$ cat config.mk
export PLATFORM = sky130hd
export DESIGN_NAME = i2c_rate_prescaler
export DESIGN_NICKNAME = d
export VERILOG_FILES = /design/src/rtl/i2c_rate_prescaler.sv
export SDC_FILE = /design/constraint.sdc
export NUM_CORES = 1
export LEC_CHECK = 0
export BUFFER_PORTS_ARGS = -buffer_cell sky130_fd_sc_hd__buf_2
export CORE_MARGIN = 4
export CORE_UTILIZATION = 55
export CTS_CLUSTER_SIZE = 40
export DETAILED_ROUTE_END_ITERATION = 7
export GPL_ROUTABILITY_DRIVEN = 1
export PLACE_DENSITY = 0.74
export RECOVER_POWER = 25
export SLEW_MARGIN = 0
export SYNTH_ARGS = -nofsm -noshare
export SYNTH_HDL_FRONTEND = slang
export SYNTH_SLANG_ARGS = --single-unit
$ cat constraint.sdc
create_clock -name clk -period 4.15 [get_ports clk]
set_input_delay 0.415 -clock clk [delete_from_list [all_inputs] [get_ports clk]]
set_output_delay 0.415 -clock clk [all_outputs]
set_load 0.05 [all_outputs]
$ cat src/rtl/i2c_rate_prescaler.sv
module i2c_rate_prescaler #(
  parameter int THP = 3,
  parameter int MW  = 4,
  parameter int NW  = 3
) (
  input  logic       clk,
  input  logic       rst_n,
  input  logic       mode_alt,
  input  logic       cfg_we,
  input  logic [7:0] cfg_data,
  output logic       tick
);
  localparam int D_STD = 2 * (THP + 1);
  localparam int D_ALT = THP + 2;
  localparam int CW    = $clog2(D_STD + 1);
  localparam int EW    = (1 << NW) - 1;

  logic [MW-1:0] pend_m, act_m, c3;
  logic [NW-1:0] pend_n, act_n;
  logic          act_alt;
  logic [CW-1:0] c1, d1_last;
  logic [EW-1:0] c2, e_last;
  logic          s1, s2, s3;

  assign d1_last = act_alt ? CW'(D_ALT - 1) : CW'(D_STD - 1);
  assign e_last  = (EW'(1) << act_n) - EW'(1);
  assign s1 = (c1 == d1_last);
  assign s2 = s1 && (c2 == e_last);
  assign s3 = s2 && (c3 == act_m);

  always_ff @(posedge clk) begin
    if (!rst_n) begin
      pend_m  <= '0;
      pend_n  <= '0;
      act_m   <= '0;
      act_n   <= '0;
      act_alt <= 1'b0;
      c1      <= '0;
      c2      <= '0;
      c3      <= '0;
      tick    <= 1'b0;
    end else begin
      if (cfg_we) begin
        pend_m <= cfg_data[NW+MW-1:NW];
        pend_n <= cfg_data[NW-1:0];
      end
      c1 <= s1 ? '0 : c1 + CW'(1);
      if (s1) c2 <= s2 ? '0 : c2 + EW'(1);
      if (s2) c3 <= s3 ? '0 : c3 + MW'(1);
      tick <= s3;
      if (s3) begin
        act_m   <= pend_m;
        act_n   <= pend_n;
        act_alt <= mode_alt;
      end
    end
  end

  assert_tick_single_R7: assert property (@(posedge clk) disable iff (!rst_n)
    tick |=> !tick);

  assert_cfg_at_boundary_R6: assert property (@(posedge clk) disable iff (!rst_n)
    (!$stable(act_m) || !$stable(act_n) || !$stable(act_alt)) |-> tick);

  assert_stage1_range_R2: assert property (@(posedge clk) disable iff (!rst_n)
    c1 <= d1_last);

  assert_stage3_range_R4: assert property (@(posedge clk) disable iff (!rst_n)
    c3 <= act_m);

  assert_tick_wrap_R4: assert property (@(posedge clk) disable iff (!rst_n)
    tick |-> (c1 == '0 && c2 == '0 && c3 == '0));
endmodule

==> impl_metrics.csv <==
group,metric,value,unit
floorplanning,die_x,61.2,um
pwr,p_sw_share,23.9,%
critical_path,startpoint,"act_n[2]",
grt,grt_pass1_vias,1206,
layout,drive_gt1_share,13.1,%
pwr,leakage,0.621,nW
critical_path,endpoint,"c3[3]",
clock_tree,clock_path_buffers,2,
logic_synthesis,synth-edff-count,0,
place,gp_congestion,0.835,
floorplanning,fp.dieArea,0.00374,sq mm
clock_tree,cts_tree,"yes",
logic_synthesis,synth_ff_type,"dfxtp_1",
place,numPortBuffers,11,
pwr,p_switching,0.120,mW
floorplanning,num_rows,19,
pwr,combPwrFrac,5.2,%
route,wl,2940,um
layout,areaGrowthSynthToFinish,6.35,%
route,drt_iter0_drc,89,
clock_tree,ctsHoldBuffers,0,
pwr,pwr-share-clk,33.1,%
timing,min_period,2.30,ns
layout,nets,197,
clock_tree,cts-buffers-inserted,5,
logic_synthesis,ys_seq_area_share,39.9,%
layout,n_antenna_cell,0,
clock_tree,cts_resized,0,
logic_synthesis,yosysTopAreaCellShare,39.9,%
route,first_pass_iters,5,
logic_synthesis,synth.distinct_cells,41,
hold_path,hold_path_startpoint,"cfg_data[4]",
clock_tree,cts-root-buf,"clkbuf_4",
logic_synthesis,synth_area,0.00156,sq mm
timing,slew_headroom,54.7,%
status,status,"completed",
timing,setup_viol,0,
hold_path,hp-class,"in -> reg",
critical_path,critPathBufInv,0,
place,place_hpwl,2130,um
floorplanning,pin_count,13,
layout,instances_no_fill,214,
route,antenna_left,0,
critical_path,r2r_start,"act_n[2]",
timing,holdWs,0.326,ns
critical_path,cp_data_arrival_time,2.53,ns
logic_synthesis,syn_nets,189,
run,max_cap_viol_count,0,
timing,rsz0062_at_grt,"false",
grt,track_usage,18.9,%
pwr,internal_power,0.381,mW
logic_synthesis,synth_top_area_cell,"dfxtp_1",
layout,fillers,241,
logic_synthesis,syn_avg_cell_area,8.95,sq um
pwr,seqPwrFrac,61.7,%
route,vias_per_cell,6.01,
route,drc,0,
timing,tightest_slew,0.674,ns
grt,grt_overflow,0,
grt,grt_pass1_wl,5330,um
route,dr_total_vias,1287,
logic_synthesis,synth.ff_latch_count,31,
layout,final_core_util,60.5,%
critical_path,cpPeakStageDelay,0.56,ns
critical_path,cpMaxStageDelayCell,"dfxtp_1",
critical_path,cpLargestDelayFamily,"compound AO/OA/AOI/OAI gates",
timing,timing.fmax,435,MHz
critical_path,critPathMaxFanout,18,
clock_tree,insertion_delay,0.32,ns
place,dp_cells,206,
critical_path,rr_worst_depth,5,
timing,skew,0.00485,ns
floorplanning,initial_core_util,56.9,%
floorplanning,core,0.00273,sq mm
clock_tree,clk_pin_slew,0.09,ns
timing,setup_tns,0,ns
logic_synthesis,yosysWarnings,0,
grt,grt_max_degree,26,
critical_path,r2r_setup_slack,1.85,ns
pwr,p_per_area,302,mW/mm^2
logic_synthesis,synthCells,174,
critical_path,worstSetupPathType,"reg -> reg",
critical_path,rr_endpoint,"c3[3]",
layout,register_area,621,sq um
timing,finalCritPeriodShare,55.3,%
critical_path,crit_required,4.38,ns
floorplanning,die_h,61.2,um
grt,antenna_found_initial,0,
clock_tree,post_cts_buffers,0,
critical_path,crit_chain,"nand3_1 > a211oi_1 > o2111ai_4 > or4_1 > a21oi_1",
layout,multi_input_area,877,sq um
timing,slew_violations,0,
critical_path,path_depth,5,
logic_synthesis,async_reset_ff_share,0,%
clock_tree,cts_sinks,31,
critical_path,setup.worst_path.end_class,"flip-flop",
route,wl_per_cell,13.7,um
critical_path,cp-start-kind,"flip-flop",
timing,hold_viol_final,0,
clock_tree,cts_htree_levels,2,
pwr,vdd_drop_max,0.313,mV
logic_synthesis,netlist_top_cells_area,"dfxtp_1 (40%), nand3_1 (4.8%), a21oi_1 (4.5%), mux2i_1 (4.5%), o21ai_0 (3.9%)",
synth_stat cells, types with 2 or more instances:
cell type,count
dfxtp_1,31
nor2_1,15
clkbuf_1,7
or4_1,3
o211ai_1,2
nor3_1,7
buf_2,2
a21oi_1,14
o21bai_1,2
o21a_1,2
xor2_1,6
nand4_1,2
nor2b_1,3
nor3b_1,2
o31ai_1,2
o21ai_0,12
inv_1,2
mux2i_1,7
xnor2_1,5
and3b_1,2
nand3_1,15
and3_1,3
nand2_1,7
nor4_1,2
ha_1,3
how the worst min path moves through the flow:
stage                      to  depth (start not counted)  slack, ns
floorplan               c1[0]                          1       0.44
global placement        c1[0]                          1       0.46
detailed placement   act_n[0]                          2       0.46
CTS                 pend_m[3]                          3       0.32
global route        pend_m[0]                          3       0.32
finish              pend_m[1]                          3       0.33
metrics by stage:
stage,cell area [sq um],power [mW],setup slack (ns)
floorplan,1560,0.333,2.16
global placement,1600,0.340,1.96
detailed placement,1600,0.342,1.86
CTS,1660,0.507,1.86
global route,1660,0.528,1.60
finish,1660,0.501,1.85
layer usage:
metal / vias to the layer above / GRT usage, % / share of wire (%)
met3: 6 / 4.40 / 5.8
met5: - / 0 / 0
met2: 38 / 30.8 / 49
li1: 651 / - / -
met1: 592 / 24.2 / 43
met4: 0 / 7.43 / 1.5
power by group through the flow:
stage	Clock (mW)	Sequential (mW)	Combinational, mW
2_1_floorplan	0	0.315	0.0183
3_3_place_gp	0	0.315	0.0245
3_5_place_dp	0	0.316	0.0264
4_1_cts	0.171	0.309	0.0264
5_1_grt	0.188	0.310	0.0292
6_report	0.166	0.309	0.0260
final cells by class:
class	instances	area share [%]
clock buffer	6	2.49
clock inverter	2	0.756
inverter	3	0.680
multi-input combinational	130	53.0
sequential	31	37.5
tap	31	2.34
timing repair buffer	11	3.25
worst min-delay path, delay by kind of cell:
family / cells / cell delay (ns)
multiplexers: 1 / 0.05
buffers and inverters: 1 / 0.07
AND/OR/NAND/NOR: 1 / 0.07
kinds of logic after synthesis:
logic type      share of synthesized area [%]
fa+ha+maj                                2.41
compound gates                           19.7
simple gates                             23.6
buf+inv                                  3.78
mux                                      4.50
flops                                    39.9
xor+xnor                                 6.19
state kept, by name (all words and copies together), names as in the netlist, 3 cells and up:
signal,cells
c2,7
c1,4
act_n,3
act_m,4
pend_n,3
c3,4
pend_m,4
layout by cell type (no fill, tap or decap), drive strengths merged, types with 7 or more instances in the layout:
master,instances
o21ai,12
dfxtp,31
mux2i,7
a21oi,14
clkbuf,7
nor2,15
buf,10
nand2,7
nor3,7
nand3,15
(Power assumes the default switching activity.)
